File: src/rtl/indptr_pkg.sv
package indptr_pkg;

   typedef enum logic [2:0] {
      MODE_PLAIN   = 3'd0,
      MODE_POSTDEC = 3'd1,
      MODE_POSTINC = 3'd2,
      MODE_PREINC  = 3'd3,
      MODE_INDEX   = 3'd4
   } ptr_mode_e;

   localparam int unsigned NUM_MODES = 5;

endpackage

File: src/rtl/indptr_addr_class.sv
module indptr_addr_class
   import indptr_pkg::*;
#(
   parameter int unsigned     ADDR_W    = 12,
   parameter int unsigned     NUM_PTR   = 3,
   parameter int unsigned     STRIDE_LG = 3,
   parameter logic [ADDR_W-1:0] VIRT_BASE = 'hFE0,
   parameter logic [ADDR_W-1:0] PREG_BASE = 'hFD8,
   localparam int unsigned    IDX_W     = (NUM_PTR > 1) ? $clog2(NUM_PTR) : 1
) (
   input  logic [ADDR_W-1:0] addr,
   output logic              is_virt,
   output logic [IDX_W-1:0]  virt_idx,
   output ptr_mode_e         virt_mode,
   output logic              is_preg,
   output logic [IDX_W-1:0]  preg_idx,
   output logic              preg_hi
);

   localparam logic [ADDR_W:0]      VWIN_LEN   = (ADDR_W+1)'(NUM_PTR << STRIDE_LG);
   localparam logic [ADDR_W:0]      PWIN_LEN   = (ADDR_W+1)'(2 * NUM_PTR);
   localparam logic [STRIDE_LG-1:0] MODE_LIMIT = STRIDE_LG'(NUM_MODES);

   logic [ADDR_W-1:0]    voff;
   logic [ADDR_W-1:0]    poff;
   logic [STRIDE_LG-1:0] slot;
   logic                 in_vwin;

   always_comb begin
      voff      = addr - VIRT_BASE;
      poff      = addr - PREG_BASE;
      slot      = voff[STRIDE_LG-1:0];
      in_vwin   = (addr >= VIRT_BASE) && ({1'b0, voff} < VWIN_LEN);
      is_virt   = in_vwin && (slot < MODE_LIMIT);
      virt_idx  = voff[STRIDE_LG +: IDX_W];
      virt_mode = ptr_mode_e'(slot[2:0]);
      is_preg   = (addr >= PREG_BASE) && ({1'b0, poff} < PWIN_LEN);
      preg_idx  = poff[1 +: IDX_W];
      preg_hi   = poff[0];
   end

endmodule

File: src/rtl/indptr_ea_calc.sv
module indptr_ea_calc
   import indptr_pkg::*;
#(
   parameter int unsigned ADDR_W = 12,
   parameter int unsigned DATA_W = 8
) (
   input  logic [ADDR_W-1:0] ptr_cur,
   input  ptr_mode_e         mode,
   input  logic [DATA_W-1:0] offs,
   output logic [ADDR_W-1:0] ea,
   output logic [ADDR_W-1:0] ptr_next,
   output logic              modifies
);

   localparam logic [ADDR_W-1:0] ONE = ADDR_W'(1);

   logic [ADDR_W-1:0] inc_v;
   logic [ADDR_W-1:0] dec_v;
   logic [ADDR_W-1:0] idx_v;

   always_comb begin
      inc_v = ptr_cur + ONE;
      dec_v = ptr_cur - ONE;
      idx_v = ptr_cur + {{(ADDR_W-DATA_W){offs[DATA_W-1]}}, offs};
      ea       = ptr_cur;
      ptr_next = ptr_cur;
      modifies = 1'b0;
      unique case (mode)
         MODE_POSTDEC: begin ptr_next = dec_v; modifies = 1'b1; end
         MODE_POSTINC: begin ptr_next = inc_v; modifies = 1'b1; end
         MODE_PREINC:  begin ea = inc_v; ptr_next = inc_v; modifies = 1'b1; end
         MODE_INDEX:   ea = idx_v;
         default:      ;
      endcase
   end

endmodule

File: src/rtl/indptr_regs.sv
module indptr_regs #(
   parameter int unsigned ADDR_W  = 12,
   parameter int unsigned DATA_W  = 8,
   parameter int unsigned NUM_PTR = 3,
   localparam int unsigned IDX_W  = (NUM_PTR > 1) ? $clog2(NUM_PTR) : 1,
   localparam int unsigned HI_W   = ADDR_W - DATA_W
) (
   input  logic                             clk,
   input  logic                             rst,
   input  logic                             byte_we,
   input  logic [IDX_W-1:0]                 byte_idx,
   input  logic                             byte_hi,
   input  logic [DATA_W-1:0]                byte_data,
   input  logic                             upd_we,
   input  logic [IDX_W-1:0]                 upd_idx,
   input  logic [ADDR_W-1:0]                upd_val,
   output logic [NUM_PTR-1:0][ADDR_W-1:0]   ptr_all
);

   for (genvar p = 0; p < NUM_PTR; p++) begin : g_ptr
      localparam logic [IDX_W-1:0] MY_IDX = IDX_W'(p);
      logic [ADDR_W-1:0] q;

      always_ff @(posedge clk) begin
         if (rst) begin
            q <= '0;
         end else if (byte_we && (byte_idx == MY_IDX)) begin
            if (byte_hi) q[ADDR_W-1:DATA_W] <= byte_data[HI_W-1:0];
            else         q[DATA_W-1:0]      <= byte_data;
         end else if (upd_we && (upd_idx == MY_IDX)) begin
            q <= upd_val;
         end
      end

      assign ptr_all[p] = q;
   end

   // a byte load and a mode update never target the bank in one cycle
   assert_one_writer_R11: assert property (@(posedge clk) disable iff (rst)
      !(byte_we && upd_we));

endmodule

File: src/rtl/indptr_unit.sv
module indptr_unit
   import indptr_pkg::*;
#(
   parameter int unsigned       ADDR_W    = 12,
   parameter int unsigned       DATA_W    = 8,
   parameter int unsigned       NUM_PTR   = 3,
   parameter int unsigned       STRIDE_LG = 3,
   parameter logic [ADDR_W-1:0] VIRT_BASE = 'hFE0,
   parameter logic [ADDR_W-1:0] PREG_BASE = 'hFD8
) (
   input  logic              clk,
   input  logic              rst,
   input  logic [ADDR_W-1:0] req_addr,
   input  logic              rd_en,
   input  logic              wr_en,
   input  logic [DATA_W-1:0] wr_data,
   input  logic [DATA_W-1:0] wreg,
   output logic [ADDR_W-1:0] mem_addr,
   output logic              mem_rd,
   output logic              mem_wr,
   output logic [DATA_W-1:0] mem_wdata,
   input  logic [DATA_W-1:0] mem_rdata,
   output logic [DATA_W-1:0] rd_data,
   output logic              zero_hint
);

   localparam int unsigned       IDX_W     = (NUM_PTR > 1) ? $clog2(NUM_PTR) : 1;
   localparam int unsigned       HI_W      = ADDR_W - DATA_W;
   localparam int unsigned       VWIN_SIZE = NUM_PTR << STRIDE_LG;
   localparam int unsigned       PWIN_SIZE = 2 * NUM_PTR;
   localparam logic [ADDR_W-1:0] ONE       = ADDR_W'(1);

   // elaboration-time parameter checks
   if (ADDR_W <= DATA_W || ADDR_W > 2 * DATA_W) begin : g_bad_width
      $error("indptr_unit: ADDR_W must lie in (DATA_W, 2*DATA_W]");
   end
   if (STRIDE_LG < 3) begin : g_bad_stride
      $error("indptr_unit: a virtual window needs at least 8 slots");
   end
   if (STRIDE_LG + IDX_W > ADDR_W) begin : g_bad_idx
      $error("indptr_unit: pointer index does not fit the address");
   end
   if (int'(VIRT_BASE) + VWIN_SIZE > (1 << ADDR_W) ||
       int'(PREG_BASE) + PWIN_SIZE > (1 << ADDR_W)) begin : g_bad_range
      $error("indptr_unit: a window runs past the top of memory");
   end
   if (!((int'(PREG_BASE) + PWIN_SIZE <= int'(VIRT_BASE)) ||
         (int'(PREG_BASE) >= int'(VIRT_BASE) + VWIN_SIZE))) begin : g_bad_overlap
      $error("indptr_unit: pointer registers overlap virtual windows");
   end

   // ---------------- request decode ----------------
   logic             req_virt, req_preg, req_phi;
   logic [IDX_W-1:0] req_vidx, req_pidx;
   ptr_mode_e        req_mode;

   indptr_addr_class #(
      .ADDR_W(ADDR_W), .NUM_PTR(NUM_PTR), .STRIDE_LG(STRIDE_LG),
      .VIRT_BASE(VIRT_BASE), .PREG_BASE(PREG_BASE)
   ) u_req_class (
      .addr(req_addr), .is_virt(req_virt), .virt_idx(req_vidx), .virt_mode(req_mode),
      .is_preg(req_preg), .preg_idx(req_pidx), .preg_hi(req_phi)
   );

   // ---------------- pointer bank ----------------
   logic [NUM_PTR-1:0][ADDR_W-1:0] ptr_all;
   logic                           byte_we, upd_we;
   logic [IDX_W-1:0]               sel_pidx;
   logic                           sel_phi;
   logic [ADDR_W-1:0]              ptr_next;

   indptr_regs #(.ADDR_W(ADDR_W), .DATA_W(DATA_W), .NUM_PTR(NUM_PTR)) u_regs (
      .clk(clk), .rst(rst),
      .byte_we(byte_we), .byte_idx(sel_pidx), .byte_hi(sel_phi), .byte_data(wr_data),
      .upd_we(upd_we), .upd_idx(req_vidx), .upd_val(ptr_next),
      .ptr_all(ptr_all)
   );

   logic [ADDR_W-1:0] ptr_cur;
   always_comb begin
      ptr_cur = '0;
      for (int i = 0; i < NUM_PTR; i++) begin
         if (req_vidx == IDX_W'(i)) ptr_cur = ptr_all[i];
      end
   end

   // ---------------- effective address ----------------
   logic [ADDR_W-1:0] ea;
   logic              modifies;

   indptr_ea_calc #(.ADDR_W(ADDR_W), .DATA_W(DATA_W)) u_ea (
      .ptr_cur(ptr_cur), .mode(req_mode), .offs(wreg),
      .ea(ea), .ptr_next(ptr_next), .modifies(modifies)
   );

   logic             ea_virt, ea_preg, ea_phi;
   logic [IDX_W-1:0] ea_vidx, ea_pidx;
   ptr_mode_e        ea_mode;

   indptr_addr_class #(
      .ADDR_W(ADDR_W), .NUM_PTR(NUM_PTR), .STRIDE_LG(STRIDE_LG),
      .VIRT_BASE(VIRT_BASE), .PREG_BASE(PREG_BASE)
   ) u_ea_class (
      .addr(ea), .is_virt(ea_virt), .virt_idx(ea_vidx), .virt_mode(ea_mode),
      .is_preg(ea_preg), .preg_idx(ea_pidx), .preg_hi(ea_phi)
   );

   logic unused_ea_fields;
   assign unused_ea_fields = ^{ea_vidx, ea_mode};

   // ---------------- routing ----------------
   logic loop_back, sel_preg;

   always_comb begin
      loop_back = req_virt && ea_virt;
      sel_preg  = req_virt ? ea_preg : req_preg;
      sel_pidx  = req_virt ? ea_pidx : req_pidx;
      sel_phi   = req_virt ? ea_phi  : req_phi;
   end

   // pointer byte read path; the high byte is zero padded when narrower
   logic [ADDR_W-1:0] preg_word;
   logic [DATA_W-1:0] preg_byte;

   always_comb begin
      preg_word = '0;
      for (int i = 0; i < NUM_PTR; i++) begin
         if (sel_pidx == IDX_W'(i)) preg_word = ptr_all[i];
      end
   end

   if (HI_W < DATA_W) begin : g_hi_pad
      assign preg_byte = sel_phi ? {{(DATA_W-HI_W){1'b0}}, preg_word[ADDR_W-1:DATA_W]}
                                 : preg_word[DATA_W-1:0];
   end else begin : g_hi_full
      assign preg_byte = sel_phi ? preg_word[ADDR_W-1:DATA_W] : preg_word[DATA_W-1:0];
   end

   always_comb begin
      mem_addr  = req_virt ? ea : req_addr;
      mem_rd    = rd_en && !loop_back && !sel_preg;
      mem_wr    = wr_en && !loop_back && !sel_preg;
      mem_wdata = wr_data;
      if (loop_back)     rd_data = '0;
      else if (sel_preg) rd_data = preg_byte;
      else               rd_data = mem_rdata;
      zero_hint = rd_en && loop_back;
      byte_we   = wr_en && sel_preg;
      upd_we    = req_virt && modifies &&
                  (rd_en || (wr_en && !ea_virt && !ea_preg));
   end

   // ---------------- assertions ----------------
   // input rule: at most one strobe per cycle
   assert_one_strobe_R12: assert property (@(posedge clk) disable iff (rst)
      !(rd_en && wr_en));

   assert_plain_hold_R3: assert property (@(posedge clk) disable iff (rst)
      (rd_en || wr_en) && req_virt && req_mode == MODE_PLAIN && !(wr_en && ea_preg)
      |=> ptr_all == $past(ptr_all));

   assert_postdec_step_R4: assert property (@(posedge clk) disable iff (rst)
      rd_en && req_virt && req_mode == MODE_POSTDEC
      |=> ptr_all[$past(req_vidx)] == $past(ptr_cur) - ONE);

   assert_postinc_step_R5: assert property (@(posedge clk) disable iff (rst)
      rd_en && req_virt && req_mode == MODE_POSTINC
      |=> ptr_all[$past(req_vidx)] == $past(ptr_cur) + ONE);

   assert_preinc_addr_R6: assert property (@(posedge clk) disable iff (rst)
      mem_rd && req_virt && req_mode == MODE_PREINC |-> mem_addr == ptr_cur + ONE);

   assert_index_hold_R7: assert property (@(posedge clk) disable iff (rst)
      (rd_en || wr_en) && req_virt && req_mode == MODE_INDEX && !(wr_en && ea_preg)
      |=> ptr_all == $past(ptr_all));

   assert_loop_write_R10: assert property (@(posedge clk) disable iff (rst)
      wr_en && req_virt && ea_virt |=> ptr_all == $past(ptr_all));

endmodule

File: config.mk
export PLATFORM = sky130hd
export DESIGN_NAME = indptr_unit
export DESIGN_NICKNAME = d
export VERILOG_FILES = /design/src/rtl/indptr_pkg.sv /design/src/rtl/indptr_addr_class.sv /design/src/rtl/indptr_ea_calc.sv /design/src/rtl/indptr_regs.sv /design/src/rtl/indptr_unit.sv
export SDC_FILE = /design/constraint.sdc
export NUM_CORES = 1
export LEC_CHECK = 0
export BUFFER_PORTS_ARGS = -buffer_cell sky130_fd_sc_hd__buf_2
export CAP_MARGIN = 5
export CORE_ASPECT_RATIO = 0.75
export CORE_MARGIN = 5
export CORE_UTILIZATION = 45
export DETAILED_ROUTE_END_ITERATION = 16
export HOLD_SLACK_MARGIN = 0.15
export PLACE_DENSITY = 0.65
export SYNTH_ARGS = -nofsm -noshare
export SYNTH_HDL_FRONTEND = slang
export SYNTH_HIERARCHICAL = 1
export SYNTH_SLANG_ARGS = --single-unit
File: constraint.sdc
create_clock -name clk -period 5.7 [get_ports clk]
set_clock_uncertainty 0.1 [all_clocks]
set_input_delay 0.285 -clock clk [delete_from_list [all_inputs] [get_ports clk]]
set_output_delay 0.285 -clock clk [all_outputs]
set_load 0.01 [all_outputs]
==> impl_metrics.csv, run 1 <==
group,metric,value,unit
logic_synthesis,syn_area_per_cell,7.803,um^2
timing,hold-worst-slack,373.3,ps
timing,setup_ws,340.2,ps
timing,setup-violations-final,0,
final_layout,largest_register,"u_regs/g_ptr.q",
global_routing,grt_pass1_wl,24390,um
placement,place.gp.congestion,0.9714,
logic_synthesis,syn_nets,664,
power_and_ir_drop,vdd.ir_drop.worst,0.09280,mV
placement,io_buffers,70,
drt,drtIter0Drc,464,
cts,cts_made_buffers,5,
worst_setup_path,worstPathRequired,5320,ps
floorplanning,die_h,98.34,um
cts,clock_sinks,36,
drt,routed_wl,15500,um
worst_setup_path,arrival,4970,ps
cts,cts_setup_buffers,0,
final_layout,final_util,51.15,%
global_routing,grt_start_max_net_pins,37,
floorplanning,fp-row-count,32,
timing,slew_headroom,46.17,%
cts,cts_tree,"built",
drt,drc,0,
cts,clk_pin_slew,60,ps
floorplanning,coreArea,10210,um^2
final_layout,antenna_cells,0,
drt,wl_per_cell,19.88,um
power_and_ir_drop,power-per-cell-area,135.6,nW/um^2
cts,cts_buffer_depth,2,
floorplanning,ioPinCount,71,
cts,clockRootBuffer,"clkbuf_16",
drt,ant_nets,0,
worst_setup_path,crit_path_start_kind,"flip-flop",
timing,fmax,186.6,MHz
timing,period_minus_slack,5360,ps
final_layout,largest_register_ffs,36,
timing,period_share,94.03,%
placement,dp_slack,-61.94,ps
floorplanning,initial_core_util,45.86,%
final_layout,largest_registers,"u_regs/g_ptr.q x36",
outcome,outcome,"finished clean",
worst_setup_path,crit_type,"reg -> out",
timing,rsz0062_at_grt,"no",
timing,finalHoldViolCount,0,
run,maxCapViolCount,0,
cts,clk_latency,280,ps
hold_path,hold_path_class,"in -> reg",
final_layout,fin_nets,707,
worst_setup_path,worstSetupEndpointType,"output pin",
logic_synthesis,synth_area,4682,um^2
power_and_ir_drop,p_leak,2.251,nW
final_layout,area_growth,11.54,%
drt,drtPass1Iterations,5,
global_routing,antenna_found_initial,0,
cts,htreeDepth,2,
logic_synthesis,synthCells,600,
timing,report.final.slew_viol_count,0,
timing,tightestPinTransition,805.0,ps
logic_synthesis,yosys_warnings,6,
floorplanning,dieArea,12570,um^2
global_routing,overflow,0,
global_routing,track_usage,23.56,%
placement,dp_hpwl,12030,um
placement,placed_cell_area,5027,um^2
global_routing,grt_pass1_vias,4558,
floorplanning,dieWidth,127.8,um
drt,via_per_inst,6.410,
drt,detailroute.via_count,5000,
worst_setup_path,crit_fanout,5,
final_layout,drive_gt1_share,23.45,%
final_layout,finish.instance_area,5223,um^2
## critical path: stages (launching register included)
cell       delay (ps)
dfxtp_1           400
mux2i_1           120
o21ai_2           220
ha_1              260
inv_1              70
fa_1              400
nand2b_1          180
nand2b_1           80
a211oi_1           70
o32ai_1           670
inv_1             110
ha_1              310
nand4b_1          280
a2111oi_4         360
nor4bb_1          350
buf_4             160
o21ai_1           180
a21oi_1           210
a221o_1           140
buf_2             130
## metrics by stage
stage,instances,power (mW),setup TNS [ps]
2_1_floorplan,600,0.3574,0
3_3_place_gp,772,0.3977,0
3_5_place_dp,772,0.4015,-333.2
4_1_cts,780,0.7080,0
5_1_grt,780,0.7408,0
6_report,780,0.7082,0
## worst paths after layout
kind                               from                    end  slack [ps]  cells after the start
setup / recovery   u_regs/g_ptr[2].q[0]             rd_data[5]         340                     19
hold / removal               wr_data[6]   u_regs/g_ptr[0].q[6]         370                      4
setup reg to reg   u_regs/g_ptr[2].q[0]   u_regs/g_ptr[2].q[5]         370                     18
hold reg to reg   u_regs/g_ptr[0].q[11]  u_regs/g_ptr[0].q[11]         450                      1
## what timing repair did
action,CTS,global route
endpoints found under the hold margin,0,0
pin swaps,0,0
gates resized for setup,1,7
hold buffers,0,0
endpoints found under the setup margin,4,46
## cell usage in the layout (no fill, tap or decap), types with 6 or more instances in the layout
cell type   n
buf_2      70
a21oi_1    58
nand2_1    45
dfxtp_1    36
or3_1      34
o21ai_0    31
nor2_1     31
o311a_1    28
buf_4      24
ha_1       23
mux2i_1    19
nor3_1     18
mux2_2     16
inv_1      14
xor2_1     14
nor2b_1    13
nand2b_1   11
a211oi_1   10
o21bai_1   10
a211oi_2    9
nand4_1     8
nand3_1     6
## power by group
part | internal [mW] | switching (mW) | total [mW]
Clock | 0.206 | 0.101 | 0.307
Sequential | 0.252 | 0.0000123 | 0.252
Combinational | 0.0561 | 0.0938 | 0.150
## per-layer routing
metal | part of all wire [%] | vias up | track usage [%]
li1 | - | 2365 | -
met1 | 47 | 2351 | 36.51
met2 | 42 | 268 | 33.91
met3 | 9.9 | 16 | 4.647
met4 | 0.99 | 0 | 3.670
met5 | 0 | - | 0
## final cells by class
type | instances | area (um^2)
tap | 136 | 170.2
sequential | 36 | 720.7
clock inverter | 2 | 35.03
clock buffer | 6 | 128.9
fill | 969 | 4987
inverter | 15 | 56.30
multi-input combinational | 491 | 3581
timing repair buffer | 94 | 530.5
No activity file was read; power rests on OpenSTA's default activity.
==> run 2: changes to the inputs <==
--- a/config.mk
+++ b/config.mk
@@ -13,6 +13,7 @@
 export DETAILED_ROUTE_END_ITERATION = 16
 export HOLD_SLACK_MARGIN = 0.15
 export PLACE_DENSITY = 0.65
+export REMOVE_ABC_BUFFERS = 1
 export SYNTH_ARGS = -nofsm -noshare
 export SYNTH_HDL_FRONTEND = slang
 export SYNTH_HIERARCHICAL = 1
==> run 2 against run 1 <==
Net effect: sequential cell count unchanged; total power increased by 1.7%; critical endpoint is now rd_data[6]; cell area is 0.38% higher; die area did not move; largest cell class unchanged; worst hold slack got worse by 13 ps; critical path type is now in -> out; highest routed layer unchanged.
==> impl_metrics.csv, run 2 (synthesis gave the netlist of run 1 again) <==
group,metric,value,unit
final_layout,final_common_cell,"buf_2",
final_layout,drive_gt1_share,23.84,%
worst_setup_path,crit_type,"in -> out",
timing,setup-violations-final,0,
global_routing,antenna_found_initial,0,
worst_setup_path,crit_fanout,14,
cts,cts_tree,"built",
drt,detailroute.via_count,5038,
placement,place.gp.congestion,0.9695,
timing,fmax,185.7,MHz
worst_setup_path,arrival,5000,ps
timing,finalHoldViolCount,0,
final_layout,multiInputGateArea,3582,um^2
cts,cts_buffer_depth,2,
final_layout,largest_register,"u_regs/g_ptr.q",
final_layout,area_growth,11.97,%
worst_setup_path,cp_cell_sequence,"buf_2, nor2b_1, buf_4, nand2_1, o21ai_0, inv_1, fa_1, nand2b_1, a21oi_1, o21ai_0, a211oi_1, a21oi_1, a21oi_1, buf_4, ha_1, nand4b_1, a2111oi_4, nor4bb_2, o21ai_1, a21oi_1, a221o_1, buf_2",
timing,period_minus_slack,5385,ps
drt,drc,0,
cts,clk_latency,290,ps
final_layout,largest_registers,"u_regs/g_ptr.q x36",
placement,io_buffers,70,
worst_setup_path,worstSetupEndpointType,"output pin",
drt,drtPass1Iterations,6,
run,maxCapViolCount,0,
worst_setup_path,cp_slowest_stage_delay,510,ps
global_routing,track_usage,24.13,%
drt,drtIter0Drc,607,
global_routing,grt_pass1_wl,24850,um
timing,report.final.slew_viol_count,0,
floorplanning,dieArea,12570,um^2
final_layout,fin_nets,709,
floorplanning,initial_core_util,45.86,%
timing,tightestPinTransition,848.1,ps
drt,ant_nets,0,
floorplanning,ioPinCount,71,
final_layout,antenna_cells,0,
placement,dp_hpwl,12310,um
drt,via_per_inst,6.442,
cts,clockRootBuffer,"clkbuf_16",
floorplanning,dieWidth,127.8,um
final_layout,regArea,720.7,um^2
final_layout,final_util,51.35,%
power_and_ir_drop,power-per-cell-area,137.3,nW/um^2
outcome,outcome,"finished clean",
timing,slew_headroom,42.86,%
cts,clock_sinks,36,
final_layout,nFillCells,1007,
hold_path,hold_path_class,"in -> reg",
worst_setup_path,crit_path_start_kind,"input port",
global_routing,overflow,0,
cts,clk_pin_slew,60,ps
worst_setup_path,worstPathRequired,5320,ps
power_and_ir_drop,vdd.ir_drop.worst,0.1336,mV
power_and_ir_drop,total_power,0.7200,mW
timing,period_share,94.48,%
floorplanning,coreArea,10210,um^2
cts,cts_made_buffers,5,
final_layout,final_cell_mix,"buf_2, a21oi_1, nand2_1",
worst_setup_path,crit_top_cell,"a21oi_1",
cts,htreeDepth,2,
power_and_ir_drop,p_leak,2.260,nW
worst_setup_path,cp_slowest_cell,"a2111oi_4",
floorplanning,die_h,98.34,um
drt,wl_per_cell,20.22,um
global_routing,grt_start_max_net_pins,37,
floorplanning,fp-row-count,32,
drt,routed_wl,15810,um
global_routing,grt_pass1_vias,4638,
final_layout,largest_register_ffs,36,
cts,ctsHoldBuffers,0,
## run 2: per-stage QoR
| stage | TNS, ps | hold WS [ps] | std cells | instance area [um^2] | setup WS, ps |
|---|---|---|---|---|---|
| 2_1_floorplan | 0 | 343.5 | 542 | 4327 | 166.2 |
| 3_3_place_gp | 0 | 429.7 | 774 | 5042 | 324.8 |
| 3_5_place_dp | 0 | 430.8 | 774 | 5042 | 15.47 |
| 4_1_cts | 0 | 367.4 | 782 | 5210 | 105.6 |
| 5_1_grt | -32.63 | 386.2 | 782 | 5243 | -32.63 |
| 6_report | 0 | 360.6 | 782 | 5243 | 314.8 |
## run 2: metal layers
metal	part of all wire (%)	wire, um	track usage, %	up-vias
li1	-	-	-	2351
met1	47	7445	37.18	2373
met2	41	6411	34.07	301
met3	11	1812	5.960	13
met4	0.92	145	3.834	0
met5	0	0	0	-
## run 2: repair_timing
action	CTS	global route
gates cloned	0	0
buffers inserted	0	0
gates resized for setup	1	7
endpoints found under the setup margin	4	35
## run 2: area by class of cell
| cell class | instances | share of cell area [%] |
|---|---|---|
| clock buffer | 5 | 2.387 |
| clock inverter | 3 | 0.8115 |
| inverter | 15 | 1.074 |
| multi-input combinational | 491 | 68.33 |
| sequential | 36 | 13.75 |
| tap | 136 | 3.246 |
| timing repair buffer | 96 | 10.41 |
## run 2: critical path, delay by kind of cell
kind / cells / cell delay (ps)
AND/OR/NAND/NOR: 5 / 1050
AO/OA/AOI/OAI: 10 / 2040
buffers and inverters: 5 / 930
adder cells (fa/ha/maj): 2 / 690
## run 2: final timing paths
| check | startpoint | to | slack [ps] | cells after the start |
|---|---|---|---|---|
| max | req_addr[3] | rd_data[6] | 310 | 22 |
| min | wr_data[7] | u_regs/g_ptr[1].q[7] | 360 | 4 |
| max reg2reg | u_regs/g_ptr[2].q[0] | u_regs/g_ptr[2].q[6] | 440 | 20 |
| min reg2reg | u_regs/g_ptr[0].q[2] | u_regs/g_ptr[0].q[2] | 450 | 1 |
## run 2: power breakdown
group          switching (mW)  internal (mW)
sequential          0.0000117          0.252
combinational          0.0943         0.0562
clock                   0.112          0.205
